`src/rtl/cg_pkg.sv`:
```
package cg_pkg;
   // width of a counter that must hold values 0..max_val
   function automatic int cnt_width(input int max_val);
      return (max_val < 2) ? 1 : $clog2(max_val + 1);
   endfunction

   function automatic int max3(input int a, input int b, input int c);
      int m;
      m = (a > b) ? a : b;
      return (m > c) ? m : c;
   endfunction
endpackage

```
`src/rtl/cg_prescaler.sv`:
```
module cg_prescaler #(
   parameter int DIV   = 400,
   parameter int DIV_T = 100
) (
   input  logic clk,
   input  logic rst_n,
   input  logic run,
   input  logic fast,
   output logic tick
);
   localparam int PW = cg_pkg::cnt_width(DIV);

   generate
      if (DIV_T < 1 || DIV_T > DIV) begin : g_bad_div
         $error("cg_prescaler: DIV_T must lie in 1..DIV");
      end
   endgenerate

   logic [PW-1:0] cnt_q;
   logic [PW-1:0] lim;

   assign lim  = fast ? PW'(DIV_T - 1) : PW'(DIV - 1);
   assign tick = run & (cnt_q >= lim);

   always_ff @(posedge clk or negedge rst_n) begin
      if (!rst_n)      cnt_q <= '0;
      else if (!run)   cnt_q <= '0;
      else if (tick)   cnt_q <= '0;
      else             cnt_q <= cnt_q + 1'b1;
   end
endmodule

```
`src/rtl/cg_cell_mask.sv`:
```
module cg_cell_mask #(
   parameter int N_CELLS = 5
) (
   input  logic [1:0]         sel,
   output logic [N_CELLS-1:0] mask
);
   logic [1:0] drop;
   assign drop = sel[1] ? 2'd2 : (sel[0] ? 2'd1 : 2'd0);

   generate
      for (genvar i = 0; i < N_CELLS; i++) begin : g_cell
         if (i >= 2) begin : g_fixed
            assign mask[i] = 1'b1;
         end else begin : g_sel
            assign mask[i] = (drop <= 2'(i));
         end
      end
   endgenerate
endmodule

```
`src/rtl/cg_dly_filter.sv`:
```
module cg_dly_filter #(
   parameter int CW       = 5,
   parameter bit TWO_GOOD = 1'b1
) (
   input  logic          clk,
   input  logic          rst_n,
   input  logic          tick,
   input  logic          en,
   input  logic          bad,
   input  logic [CW-1:0] limit,
   output logic          fire
);
   logic [CW-1:0] cnt_q;
   logic [CW:0]   nxt;

   assign nxt  = {1'b0, cnt_q} + 1'b1;
   assign fire = en & tick & bad & (nxt >= {1'b0, limit});

   generate
      if (TWO_GOOD) begin : g_two
         logic streak_q;
         always_ff @(posedge clk or negedge rst_n) begin
            if (!rst_n) begin
               cnt_q    <= '0;
               streak_q <= 1'b0;
            end else if (!en) begin
               cnt_q    <= '0;
               streak_q <= 1'b0;
            end else if (tick) begin
               if (bad) begin
                  streak_q <= 1'b0;
                  if (!fire) cnt_q <= nxt[CW-1:0];
               end else begin
                  streak_q <= 1'b1;
                  if (streak_q) cnt_q <= '0;
               end
            end
         end
      end else begin : g_one
         always_ff @(posedge clk or negedge rst_n) begin
            if (!rst_n)        cnt_q <= '0;
            else if (!en)      cnt_q <= '0;
            else if (tick) begin
               if (!bad)       cnt_q <= '0;
               else if (!fire) cnt_q <= nxt[CW-1:0];
            end
         end
      end
   endgenerate


   handoff_chk: assert property (@(posedge clk) disable iff (!rst_n)
      fire |=> !en);
endmodule

```
`src/rtl/cellguard_seq.sv`:
```
module cellguard_seq #(
   parameter int N_CELLS       = 5,
   parameter int PRESCALE      = 400,
   parameter int PRESCALE_TEST = 100,
   parameter int DLY_OV        = 5,
   parameter int DLY_SOV       = 20,
   parameter int DLY_UV        = 5,
   parameter int DLY_OW        = 9
) (
   input  logic               clk,
   input  logic               rst_n,
   input  logic               reg_ok,
   input  logic               test_mode,
   input  logic [1:0]         cell_sel,
   input  logic [N_CELLS-1:0] ov_hit,
   input  logic [N_CELLS-1:0] ov_rel,
   input  logic [N_CELLS-1:0] sov_hit,
   input  logic [N_CELLS-1:0] sov_rel,
   input  logic [N_CELLS-1:0] uv_hit,
   input  logic [N_CELLS-1:0] uv_rel,
   input  logic [N_CELLS-1:0] ow_hit,
   input  logic               chg_removed,
   input  logic               chg_detect,
   output logic               mon_tick,
   output logic               chg_inhibit,
   output logic               dsg_inhibit,
   output logic               perm_fail,
   output logic               pullup_en,
   output logic               power_down
);
   localparam int DMAX = cg_pkg::max3(cg_pkg::max3(DLY_OV, DLY_SOV, DLY_UV), DLY_OW, 1);
   localparam int CW   = cg_pkg::cnt_width(DMAX);

   generate
      if (N_CELLS < 3) begin : g_bad_cells
         $error("cellguard_seq: at least three cells are required");
      end
      if (DLY_OV < 1 || DLY_SOV < 1 || DLY_UV < 1 || DLY_OW < 1) begin : g_bad_dly
         $error("cellguard_seq: every delay must be at least one cycle");
      end
   endgenerate

   logic init_q, ov_q, sov_q, uv_q, ow_q, pd_q;
   logic [N_CELLS-1:0] act;
   logic any_ov, any_sov, any_uv, any_ow;
   logic all_ov_rel, all_sov_rel, all_uv_rel;
   logic ov_fire, sov_fire, uv_fire, owd_fire, owr_fire;
   logic [CW-1:0] lim_ov, lim_sov, lim_uv, lim_ow;

   cg_prescaler #(.DIV(PRESCALE), .DIV_T(PRESCALE_TEST)) u_pre (
      .clk(clk), .rst_n(rst_n), .run(reg_ok & ~pd_q), .fast(test_mode), .tick(mon_tick));

   cg_cell_mask #(.N_CELLS(N_CELLS)) u_mask (.sel(cell_sel), .mask(act));

   assign any_ov      = |(ov_hit  & act);
   assign any_sov     = |(sov_hit & act);
   assign any_uv      = |(uv_hit  & act);
   assign any_ow      = |(ow_hit  & act);
   assign all_ov_rel  = &(ov_rel  | ~act);
   assign all_sov_rel = &(sov_rel | ~act);
   assign all_uv_rel  = &(uv_rel  | ~act);

   assign lim_ov  = test_mode ? CW'(1) : CW'(DLY_OV);
   assign lim_sov = test_mode ? CW'(1) : CW'(DLY_SOV);
   assign lim_uv  = test_mode ? CW'(1) : CW'(DLY_UV);
   assign lim_ow  = test_mode ? CW'(1) : CW'(DLY_OW);

   cg_dly_filter #(.CW(CW), .TWO_GOOD(1'b1)) u_f_ov (
      .clk(clk), .rst_n(rst_n), .tick(mon_tick), .en(~ov_q & ~pd_q),
      .bad(any_ov), .limit(lim_ov), .fire(ov_fire));

   cg_dly_filter #(.CW(CW), .TWO_GOOD(1'b1)) u_f_sov (
      .clk(clk), .rst_n(rst_n), .tick(mon_tick), .en(~sov_q & ~pd_q),
      .bad(any_sov), .limit(lim_sov), .fire(sov_fire));

   cg_dly_filter #(.CW(CW), .TWO_GOOD(1'b1)) u_f_uv (
      .clk(clk), .rst_n(rst_n), .tick(mon_tick), .en(~uv_q & ~pd_q),
      .bad(any_uv), .limit(lim_uv), .fire(uv_fire));

   cg_dly_filter #(.CW(CW), .TWO_GOOD(1'b0)) u_f_owd (
      .clk(clk), .rst_n(rst_n), .tick(mon_tick), .en(~ow_q & ~pd_q),
      .bad(any_ow), .limit(lim_ow), .fire(owd_fire));

   cg_dly_filter #(.CW(CW), .TWO_GOOD(1'b0)) u_f_owr (
      .clk(clk), .rst_n(rst_n), .tick(mon_tick), .en(ow_q & ~pd_q),
      .bad(~any_ow), .limit(lim_ow), .fire(owr_fire));

   always_ff @(posedge clk or negedge rst_n) begin
      if (!rst_n) begin
         init_q <= 1'b1;
         ov_q   <= 1'b0;
         sov_q  <= 1'b0;
         uv_q   <= 1'b0;
         ow_q   <= 1'b0;
         pd_q   <= 1'b0;
      end else if (pd_q) begin
         ov_q <= 1'b0;
         uv_q <= 1'b0;
         if (chg_detect) pd_q <= 1'b0;
      end else begin
         if (mon_tick) begin
            if (init_q && all_uv_rel) init_q <= 1'b0;
            if (ov_fire)                  ov_q <= 1'b1;
            else if (ov_q && all_ov_rel)  ov_q <= 1'b0;
            if (sov_fire)                 sov_q <= 1'b1;
            else if (sov_q && all_sov_rel) sov_q <= 1'b0;
            if (uv_fire)                  uv_q <= 1'b1;
            else if (uv_q && all_uv_rel)  uv_q <= 1'b0;
            if (owd_fire)                 ow_q <= 1'b1;
            else if (owr_fire)            ow_q <= 1'b0;
         end
         if (uv_q && !sov_q && chg_removed) pd_q <= 1'b1;
      end
   end

   assign chg_inhibit = ov_q | ow_q;
   assign dsg_inhibit = init_q | uv_q | pd_q;
   assign perm_fail   = sov_q;
   assign pullup_en   = (uv_q | pd_q) & ~sov_q;
   assign power_down  = pd_q;


   pd_block_chk: assert property (@(posedge clk) disable iff (!rst_n)
      sov_q |-> !pd_q);


   sov_tick_chk: assert property (@(posedge clk) disable iff (!rst_n)
      !mon_tick |=> $stable(sov_q));


   wake_chk: assert property (@(posedge clk) disable iff (!rst_n)
      (pd_q && !chg_detect) |=> pd_q);


   init_exit_chk: assert property (@(posedge clk) disable iff (!rst_n)
      $fell(init_q) |-> $past(mon_tick));
endmodule

```
`config.mk`:
```
export PLATFORM = sky130hd
export DESIGN_NAME = cellguard_seq
export DESIGN_NICKNAME = d
export VERILOG_FILES = /design/src/rtl/cg_pkg.sv /design/src/rtl/cg_prescaler.sv /design/src/rtl/cg_cell_mask.sv /design/src/rtl/cg_dly_filter.sv /design/src/rtl/cellguard_seq.sv
export SDC_FILE = /design/constraint.sdc
export NUM_CORES = 1
export LEC_CHECK = 0
export ABC_AREA = 1
export BUFFER_PORTS_ARGS = -buffer_cell sky130_fd_sc_hd__buf_2
export CELL_PAD_IN_SITES_DETAIL_PLACEMENT = 1
export CELL_PAD_IN_SITES_GLOBAL_PLACEMENT = 1
export CORE_MARGIN = 2
export CORE_UTILIZATION = 30
export CTS_CLUSTER_SIZE = 20
export DETAILED_ROUTE_END_ITERATION = 16
export PLACE_DENSITY_LB_ADDON = 0.1
export REMOVE_ABC_BUFFERS = 1
export SLEW_MARGIN = 25
export SYNTH_ARGS = -nofsm -noshare
export SYNTH_HDL_FRONTEND = slang
export SYNTH_HIERARCHICAL = 1
export SYNTH_SLANG_ARGS = --single-unit
```
`constraint.sdc`:
```
create_clock -name clk -period 3 [get_ports clk]
set_clock_uncertainty 0.15 [all_clocks]
set_input_delay 0.45 -clock clk [delete_from_list [all_inputs] [get_ports clk]]
set_output_delay 0.45 -clock clk [all_outputs]
set_load 0.005 [all_outputs]
```
==> results of run 1 <==
cells by family after synthesis:
group                    count (synthesis)  synth area share, %
AO/OA/AOI/OAI                           20                 3.61
XOR/XNOR                                15                 3.51
adder cells (fa/ha/maj)                 37                 12.4
buffers and inverters                  116                 12.3
flip-flops                              43                 28.7
other                                    3                0.300
AND/OR/NAND/NOR                        319                 39.2
layout make-up:
class	count	area [um^2]
inverter	112	425
fill	1609	7710
tap	168	210
sequential	43	1080
clock buffer	7	133
timing repair buffer	52	270
multi-input combinational	412	2280
clock inverter	1	5.00
worst max-delay path, stage by stage (launching register included):
cell and delay (ns):
dfrtp_1 0.42, ha_1 0.33, inv_1 0.05, nor2_1 0.09
nand3b_1 0.08, nand2_1 0.06, nand2_1 0.09, a21boi_1 0.15
buf_4 0.24, buf_2 0.16
Yosys cell counts:
master	count	share of area (%)
nor3_1	5	0.67
nor2_1	65	6.5
inv_1	98	9.8
o22ai_1	1	0.17
o21ai_2	1	0.23
nand2_2	6	1.0
a21boi_0	1	0.20
o21ai_0	2	0.27
nor2_2	4	0.67
buf_6	1	0.30
xnor2_1	2	0.47
nand2_4	11	3.3
inv_2	5	0.50
o21bai_1	1	0.20
buf_4	3	0.60
dfstp_2	1	0.70
a21oi_1	1	0.13
or2_0	1	0.17
nand3_1	58	7.7
a22o_1	3	0.70
clkinv_1	7	0.70
nor2_8	3	1.6
ha_1	37	12
nand3b_1	1	0.20
o31ai_1	1	0.20
xor2_1	13	3.0
a221oi_1	3	0.70
o21ai_1	6	0.80
nand2_1	157	16
inv_4	2	0.33
conb_1	3	0.30
nand4_1	2	0.33
dfrtp_1	42	28
and3_1	5	0.83
nand3_4	1	0.47
per-layer routing:
metal,GRT usage (%),wire length [um],vias to the layer above
li1,-,-,1832
met1,21.1,4840,1584
met2,26.9,4470,43
met3,2.82,308,5
met4,2.86,73,0
met5,0,0,-
per-stage QoR:
step                      worst slack, ns  hold WS, ns  total power [W]
after global routing                0.277       0.0994          0.00153
after CTS                           0.398       0.0725          0.00146
after detailed placement            0.289        0.312         0.000902
after floorplan                    -0.205      0.00441         0.000801
final                               0.436       0.0372          0.00143
after global placement              0.359        0.302         0.000893
worst paths after layout:
| check | start | slack [ns] | cells past startpoint | to |
|---|---|---|---|---|
| min in group clk | chg_detect | 0.21 | 2 | power_down |
| worst max register to register | u_pre/cnt_q[3] | 0.52 | 16 | uv_q |
| worst min-delay path | rst_n | 0.04 | 1 | u_pre/cnt_q[5] |
| max in group asynchronous | rst_n | 2.03 | 2 | u_f_sov/cnt_q[2] |
| worst max-delay path | u_pre/cnt_q[3] | 0.44 | 9 | mon_tick |
| worst min register to register | init_q | 0.32 | 2 | init_q |
flip-flops by register name, indices dropped and copies added (netlist names):
name,count
uv_q,1
ov_q,1
u_pre/cnt_q,9
ow_q,1
power_down,1
u_f_sov/cnt_q,5
u_f_sov/g_two.streak_q,1
u_f_ov/g_two.streak_q,1
u_f_ov/cnt_q,5
perm_fail,1
u_f_uv/g_two.streak_q,1
init_q,1
u_f_uv/cnt_q,5
u_f_owd/cnt_q,5
u_f_owr/cnt_q,5
where the power goes:
group          switching, W  leakage [nW]  total [W]  internal [W]
sequential        0.0000236         0.589   0.000624      0.000601
clock              0.000232        0.0679   0.000540      0.000308
combinational      0.000160          2.03   0.000264      0.000104
==> flow_metrics.env, run 1 <==
export IMPL_syn_to_final_growth_pct=17.4
export IMPL_placed_area_um2=4260
export IMPL_final_hold_viol_count=0
export IMPL_outcome="complete, no violations"
export IMPL_synth_seq_area_share_pct=28.7
export IMPL_num_rows=40
export IMPL_cp_max_fo=12
export IMPL_antenna_found_initial=0
export IMPL_grt_pass1_wl_mm=16.8
export IMPL_worst_setup_path_start_kind="flop"
export IMPL_max_cap_violations=0
export IMPL_grt_pass1_vias=3597
export IMPL_layout_cells_non_filler=795
export IMPL_layout_nets=706
export IMPL_cts_root_buffer="clkbuf_16"
export IMPL_cts_buffers=5
export IMPL_die_w_um=116
export IMPL_critPathKind="reg2out"
export IMPL_holdCritPathClass="in2async"
export IMPL_dpl_hpwl_mm=8.01
export IMPL_required_ns=2.40
export IMPL_end_kind="primary output"
export IMPL_fin_setup_tns_ns=0
export IMPL_diodes=0
export IMPL_postCtsHoldBufs=0
export IMPL_port_buffers=48
export IMPL_maxSlewHeadroom_pct=56.8
export IMPL_place_inst=787
export IMPL_utilization_pct=36.3
export IMPL_ant_nets=0
export IMPL_die_y_um=116
export IMPL_ys_ff_latch=43
export IMPL_grt_max_degree=26
export IMPL_post_cts_buffers=0
export IMPL_drt_iter0_markers=113
export IMPL_drc=0
export IMPL_syn_cell_area_um2=3750
export IMPL_fmax_ghz=0.390
export IMPL_rsz0062_at_grt="no"
export IMPL_final_cell_mix="nand2_1 (157), inv_1 (98), nor2_1 (65), nand3_1 (58), buf_2 (48)"
export IMPL_ios=49
export IMPL_slew_viol_final=0
export IMPL_netlist_cell_type_count=35
export IMPL_worst_pin_slew_ns=0.648
export IMPL_cts_tree="yes"
export IMPL_mostFrequentLayoutCell="nand2_1"
export IMPL_avgSynthCellArea_um2=6.78
export IMPL_leakagePower_nw=2.69
export IMPL_p_per_area_nw_per_um2=325
export IMPL_finalSetupViolations=0
export IMPL_synthCells=553
export IMPL_via_per_inst=4.36
export IMPL_timing_final_crit_share_pct=85.5
export IMPL_place_congestion=0.780
export IMPL_cts_clk_slew_worst_paths_ns=0.06
export IMPL_dieArea_um2=13400
export IMPL_grt_overflow=0
export IMPL_clkLatencyLatePin_ns=0.29
export IMPL_grtUsageTotal_pct=15.8
export IMPL_core_um2=12100
export IMPL_ys_warn_count=6
export IMPL_vias=3464
export IMPL_cts_num_sinks=43
export IMPL_arrival_ns=1.96
export IMPL_clockBufferDepth=2
export IMPL_fin_crit_ns=2.56
export IMPL_routed_wirelength_mm=9.69
export IMPL_wl_per_cell_um=12.2
export IMPL_drt_pass1_iterations=4
export IMPL_start_util_pct=30.9
export IMPL_irDropWorstVdd_mv=0.276
export IMPL_final_area_um2=4400
export IMPL_cts_resized_gates=0
export IMPL_h_tree_depth=2
export IMPL_drive_gt1_share_pct=14.7
(Power assumes the default switching activity.)
==> run 2, diff against run 1 <==
- CORE_MARGIN: 2 -> not set
==> run 2 against run 1 <==
Effect of this change: critical endpoint unchanged; clock power rose by 19%; count of clock-buffer cells in the layout fell by 1; combinational power fell by 2%; non-clock buffer count fell by 1; sequential power barely moved; global-route usage rose by 0.39 points.
==> flow_metrics.env, run 2 (same netlist as run 1, synthesis figures left out) <==
export IMPL_top_register="u_pre/cnt_q"
export IMPL_grtUsageTotal_pct=16.2
export IMPL_timing_final_crit_share_pct=85.7
export IMPL_cts_resized_gates=0
export IMPL_clockBufferDepth=2
export IMPL_outcome="complete, no violations"
export IMPL_start_util_pct=30.9
export IMPL_dieArea_um2=12900
export IMPL_cts_num_sinks=43
export IMPL_place_congestion=0.764
export IMPL_utilization_pct=36.6
export IMPL_layout_nets=705
export IMPL_final_hold_viol_count=0
export IMPL_core_um2=12100
export IMPL_irDropWorstVdd_mv=0.191
export IMPL_wl_per_cell_um=12.0
export IMPL_p_total_w=0.00152
export IMPL_antenna_found_initial=0
export IMPL_dpl_hpwl_mm=7.83
export IMPL_h_tree_depth=2
export IMPL_path_cells="ha_1 -> nand2_1 -> inv_1 -> nand2_1 -> nor2_1 -> nor2_2 -> a21boi_1 -> buf_4 -> buf_2"
export IMPL_drive_gt1_share_pct=14.7
export IMPL_drt_pass1_iterations=4
export IMPL_final_cell_mix="nand2_1 (157), inv_1 (98), nor2_1 (65), nand3_1 (58), buf_2 (48)"
export IMPL_fin_crit_ns=2.57
export IMPL_rsz0062_at_grt="no"
export IMPL_cpMostUsedCell="nand2_1"
export IMPL_crit_buf_inv=3
export IMPL_via_per_inst=4.37
export IMPL_cts_buffers=5
export IMPL_drt_iter0_markers=99
export IMPL_port_buffers=48
export IMPL_ant_nets=0
export IMPL_path_delay_family="flip-flops"
export IMPL_finalWorstSetupSlack_ns=0.428
export IMPL_end_kind="primary output"
export IMPL_vias=3467
export IMPL_largest_register_ffs=9
export IMPL_diodes=0
export IMPL_slew_viol_final=0
export IMPL_fmax_ghz=0.389
export IMPL_cts_tree="yes"
export IMPL_routed_wirelength_mm=9.53
export IMPL_drc=0
export IMPL_clkLatencyLatePin_ns=0.28
export IMPL_cp_slowest_stage_delay_ns=0.47
export IMPL_max_cap_violations=0
export IMPL_required_ns=2.40
export IMPL_finalSetupViolations=0
export IMPL_cp_max_fo=12
export IMPL_slowest_stage="dfrtp_1"
export IMPL_syn_to_final_growth_pct=18.2
export IMPL_die_y_um=114
export IMPL_grt_overflow=0
export IMPL_grt_pass1_vias=3602
export IMPL_arrival_ns=1.97
export IMPL_die_w_um=114
export IMPL_grt_pass1_wl_mm=16.8
export IMPL_grt_max_degree=29
export IMPL_cts_root_buffer="clkbuf_16"
export IMPL_p_per_area_nw_per_um2=344
export IMPL_cts_clk_slew_worst_paths_ns=0.06
export IMPL_ios=49
export IMPL_pre_cts_ws_ns=0.318
export IMPL_worst_setup_path_start_kind="flop"
export IMPL_fin_setup_tns_ns=0
export IMPL_holdCritPathClass="in2reg"
export IMPL_num_rows=40
export IMPL_leakagePower_nw=2.70
export IMPL_mostFrequentLayoutCell="nand2_1"
export IMPL_critPathKind="reg2out"
[run 2: cell types whose count changed in the layout (fill, tap and decap cells not counted), sizes merged]
cell and delta:
clkbuf -1, bufinv +1, dlygate4sd3 +1, buf -2
[run 2: path summary, 6_finish.rpt]
| check | from | to | slack [ns] | cells after the start |
|---|---|---|---|---|
| max in group asynchronous | rst_n | init_q | 1.43 | 3 |
| hold reg to reg | init_q | init_q | 0.31 | 2 |
| setup reg to reg | u_pre/cnt_q[6] | ow_q | 0.51 | 14 |
| setup / recovery | u_pre/cnt_q[6] | mon_tick | 0.43 | 9 |
| min in group asynchronous | rst_n | u_f_ov/cnt_q[4] | 0.50 | 2 |
| hold / removal | chg_detect | power_down | 0.19 | 2 |
[run 2: worst register-to-register path, stage by stage (launching register included)]
cell      delay [ns]
dfrtp_1         0.47
ha_1            0.34
nand2_1         0.06
inv_1           0.05
nand2_1         0.06
nor2_1          0.13
nor2_2          0.07
a21boi_1        0.14
buf_4           0.22
clkinv_1        0.12
nor2_2          0.16
nand2_4         0.10
inv_1           0.07
nand2_1         0.06
a22o_1          0.18
[run 2: area by class of cell]
type	count	area, um^2
multi-input combinational	412	2280
sequential	43	1080
timing repair buffer	51	265
tap	168	210
clock inverter	2	35.0
inverter	112	425
clock buffer	6	139
fill	1604	7680
[run 2: power by group]
| group | switching [W] | internal, W |
|---|---|---|
| Combinational | 0.000156 | 0.000103 |
| Sequential | 0.0000238 | 0.000601 |
| Clock | 0.000227 | 0.000414 |
[run 2: per-stage QoR]
step | cell area, um^2 | hold slack [ns] | std cells
3_5_place_dp | 4250 | 0.261 | 785
2_1_floorplan | 3780 | 0.00441 | 567
3_3_place_gp | 4250 | 0.257 | 785
5_1_grt | 4430 | 0.199 | 794
6_report | 4430 | 0.191 | 794
4_1_cts | 4430 | 0.187 | 794
[run 2: timing repair]
item,4_1_cts,5_1_grt
hold buffers,1,0
buffers inserted,0,0
endpoints found under the hold margin,15,0
[run 2: per-layer routing]
layer  GRT usage (%)  vias to the layer above  share of wire (%)
li1                -                     1821                  -
met1            21.3                     1591                 50
met2            27.6                       47                 46
met3            2.98                        8                3.1
met4            3.16                        0               0.89
met5               0                        -                  0
==> run 3, diff against run 2 <==
- ABC_AREA: 1 -> not set
==> run 3 against run 2 <==
Effect of this change: the run now ends with DRC left; global-route usage up 1.1 points; fmax fell by 2.7%; via count shrank 11%; first-iteration DRC count rose by 4.0%; synthesized area is 4.6% lower; worst setup slack got worse by 0.072 ns; critical path depth is the same; die area down 4.5%; critical endpoint is now u_f_owr/cnt_q[0].
==> flow_metrics.env, run 3 <==
export IMPL_largest_register_ffs=9
export IMPL_synthCells=392
export IMPL_end_kind="flop"
export IMPL_ys_dominant_reg_cell="dfrtp_1"
export IMPL_holdCritPathClass="in2async"
export IMPL_fmax_ghz=0.378
export IMPL_ys_top_cells_by_count="inv_1 (49), dfrtp_1 (42), ha_1 (37), nand2_1 (29), nor2_1 (21)"
export IMPL_failed_checks="DRC"
export IMPL_yosysMostFrequentCell="inv_1"
export IMPL_syn_cell_area_um2=3570
export IMPL_final_area_um2=4270
export IMPL_via_per_inst=5.04
export IMPL_core_um2=11500
export IMPL_ios=49
export IMPL_drt_pass1_iterations=10
export IMPL_cp_slowest_stage_delay_ns=0.47
export IMPL_clockBufferDepth=2
export IMPL_arrival_ns=2.71
export IMPL_synth_area_leaders="dfrtp_1 (29%), ha_1 (13%), inv_1 (5.1%)"
export IMPL_die_w_um=111
export IMPL_syn_to_final_growth_pct=19.4
export IMPL_post_cts_buffers=0
export IMPL_cts_root_buffer="clkbuf_16"
export IMPL_vias=3077
export IMPL_fin_crit_ns=2.64
export IMPL_path_cells="ha_1 -> xor2_1 -> ha_1 -> a21o_1 -> a21oi_2 -> a21boi_2 -> buf_4 -> or4_1 -> a31oi_1"
export IMPL_grtUsageTotal_pct=17.3
export IMPL_wl_per_cell_um=16.1
export IMPL_slowest_stage="or4_1"
export IMPL_ant_nets=0
export IMPL_mostFrequentLayoutCell="inv_1"
export IMPL_cpMostUsedCell="ha_1"
export IMPL_final_cell_mix="inv_1 (49), buf_2 (48), dfrtp_1 (42), ha_1 (37), nand2_1 (29)"
export IMPL_final_hold_viol_count=0
export IMPL_cts_tree="yes"
export IMPL_switching_share_pct=28.8
export IMPL_drc=2
export IMPL_avgSynthCellArea_um2=9.12
export IMPL_cts_num_sinks=43
export IMPL_start_util_pct=31.0
export IMPL_grt_pass1_wl_mm=16.8
export IMPL_critPathKind="reg2reg"
export IMPL_p_seq_share_pct=38.4
export IMPL_clkLatencyLatePin_ns=0.29
export IMPL_dieArea_um2=12400
export IMPL_grt_overflow=0
export IMPL_synth_edf_count=0
export IMPL_antenna_found_initial=0
export IMPL_p_total_w=0.00168
export IMPL_rsz0062_at_grt="no"
export IMPL_netlist_cell_type_count=56
export IMPL_die_y_um=111
export IMPL_place_congestion=0.801
export IMPL_placed_area_um2=4100
export IMPL_outcome="complete, but fails checks"
export IMPL_finalWorstSetupSlack_ns=0.356
export IMPL_top_register="u_pre/cnt_q"
export IMPL_h_tree_depth=2
export IMPL_pre_cts_ws_ns=0.149
export IMPL_port_buffers=48
export IMPL_leakagePower_nw=2.11
export IMPL_synth_seq_area_share_pct=30.1
export IMPL_dpl_hpwl_mm=7.79
export IMPL_timing_final_crit_share_pct=88.1
export IMPL_rrSetupSlack_ns=0.36
export IMPL_drt_iter0_markers=103
export IMPL_ys_warn_count=6
export IMPL_required_ns=3.06
export IMPL_n_fill_cell=1383
export IMPL_cts_buffers=5
export IMPL_cts_resized_gates=0
export IMPL_maxSlewHeadroom_pct=44.7
export IMPL_max_cap_violations=0
export IMPL_drive_gt1_share_pct=21.2
export IMPL_p_int_w=0.00119
export IMPL_finalSetupViolations=0
export IMPL_cts_clk_slew_worst_paths_ns=0.06
export IMPL_worst_setup_path_start_kind="flop"
export IMPL_routed_wirelength_mm=9.84
export IMPL_cp_max_fo=6
export IMPL_postCtsHoldBufs=0
export IMPL_layout_nets=547
export IMPL_power_frac_comb_pct=22.8
export IMPL_p_per_area_nw_per_um2=393
export IMPL_irDropWorstVdd_mv=0.233
export IMPL_ys_ff_latch=43
export IMPL_yosysTopAreaCellShare_pct=29.4
export IMPL_num_rows=39
export IMPL_worst_pin_slew_ns=0.829
export IMPL_yosys_area_top_type="dfrtp_1"
export IMPL_grt_pass1_vias=3349
export IMPL_async_flop_share_pct=100
export IMPL_slew_viol_final=0
export IMPL_p_sw_w=0.000484
export IMPL_grt_max_degree=34
export IMPL_clkPwrFrac_pct=38.8
export IMPL_diodes=0
[run 3: changes by cell type after synthesis, moves of 7 or more]
cell,previous run,this run
a21oi_2,0,8
a31oi_1,0,7
and2_1,0,7
clkinv_1,7,0
inv_1,98,49
mux2i_1,0,10
nand2_1,157,29
nand2_4,11,0
nand2b_1,0,15
nand3_1,58,19
nor2_1,65,21
xnor2_1,2,10
[run 3: critical path, delay by kind of cell (launching register included)]
kind | cells | cell delay [ns]
AOI/OAI and AO/OA | 4 | 0.63
xor gates and xnor gates | 1 | 0.18
adders and majority gates | 2 | 0.53
buffers and inverters | 1 | 0.17
DFF | 1 | 0.44
and+or+nand+nor | 1 | 0.47
[run 3: stage by stage]
stage | util (%) | setup TNS (ns) | cells | hold slack, ns
2_1_floorplan | - | -0.746 | 404 | 0.00441
3_3_place_gp | 35.6 | 0 | 603 | 0.313
3_5_place_dp | 35.6 | 0 | 603 | 0.314
4_1_cts | 37.1 | 0 | 611 | 0.136
5_1_grt | 37.1 | 0 | 611 | 0.169
6_report | 37.1 | 0 | 611 | 0.104
[run 3: area by class of cell]
| class | instances | area [um^2] | area share [%] |
|---|---|---|---|
| clock inverters | 2 | 35.0 | 0.821 |
| multi-input cells | 311 | 2340 | 54.8 |
| repair buffers | 56 | 313 | 7.33 |
| well taps | 143 | 179 | 4.19 |
| flip-flops and latches | 43 | 1080 | 25.2 |
| clock buffers | 6 | 139 | 3.25 |
| inverters | 50 | 188 | 4.40 |
[run 3: final timing paths]
check                                 start          endpoint  cells after the start
setup / recovery           u_f_owr/cnt_q[0]  u_f_owr/cnt_q[0]                      9
hold / removal                        rst_n  u_f_owr/cnt_q[4]                      1
setup reg to reg           u_f_owr/cnt_q[0]  u_f_owr/cnt_q[0]                      9
hold reg to reg                      init_q            init_q                      2
max in group asynchronous             rst_n    u_pre/cnt_q[0]                      2
min in group clk                 chg_detect        power_down                      2
[run 3: logic make-up (layout without fill, tap and decap cells)]
family | Yosys count | count (layout) | synth area share (%)
adder cells (fa/ha/maj) | 37 | 37 | 13.0
multiplexers | 16 | 16 | 4.69
AND/OR/NAND/NOR | 130 | 130 | 19.7
XOR/XNOR | 22 | 22 | 5.39
AO/OA/AOI/OAI | 85 | 85 | 20.4
other | 3 | 21 | 0.315
flip-flops | 43 | 43 | 30.1
buffers and inverters | 56 | 114 | 6.41
[run 3: per-layer routing]
metal	part of all wire [%]	GRT usage, %
met5	0	0
met2	48	30.1
met1	47	21.7
met3	3.2	3.66
met4	0.85	3.78
[run 3: power groups by stage]
stage	Sequential, W	Combinational, W	Clock [W]
after floorplan	0.000645	0.000265	0
after global routing	0.000649	0.000435	0.000695
final	0.000644	0.000382	0.000651
after detailed placement	0.000655	0.000384	0
after CTS	0.000644	0.000386	0.000673
after global placement	0.000653	0.000378	0
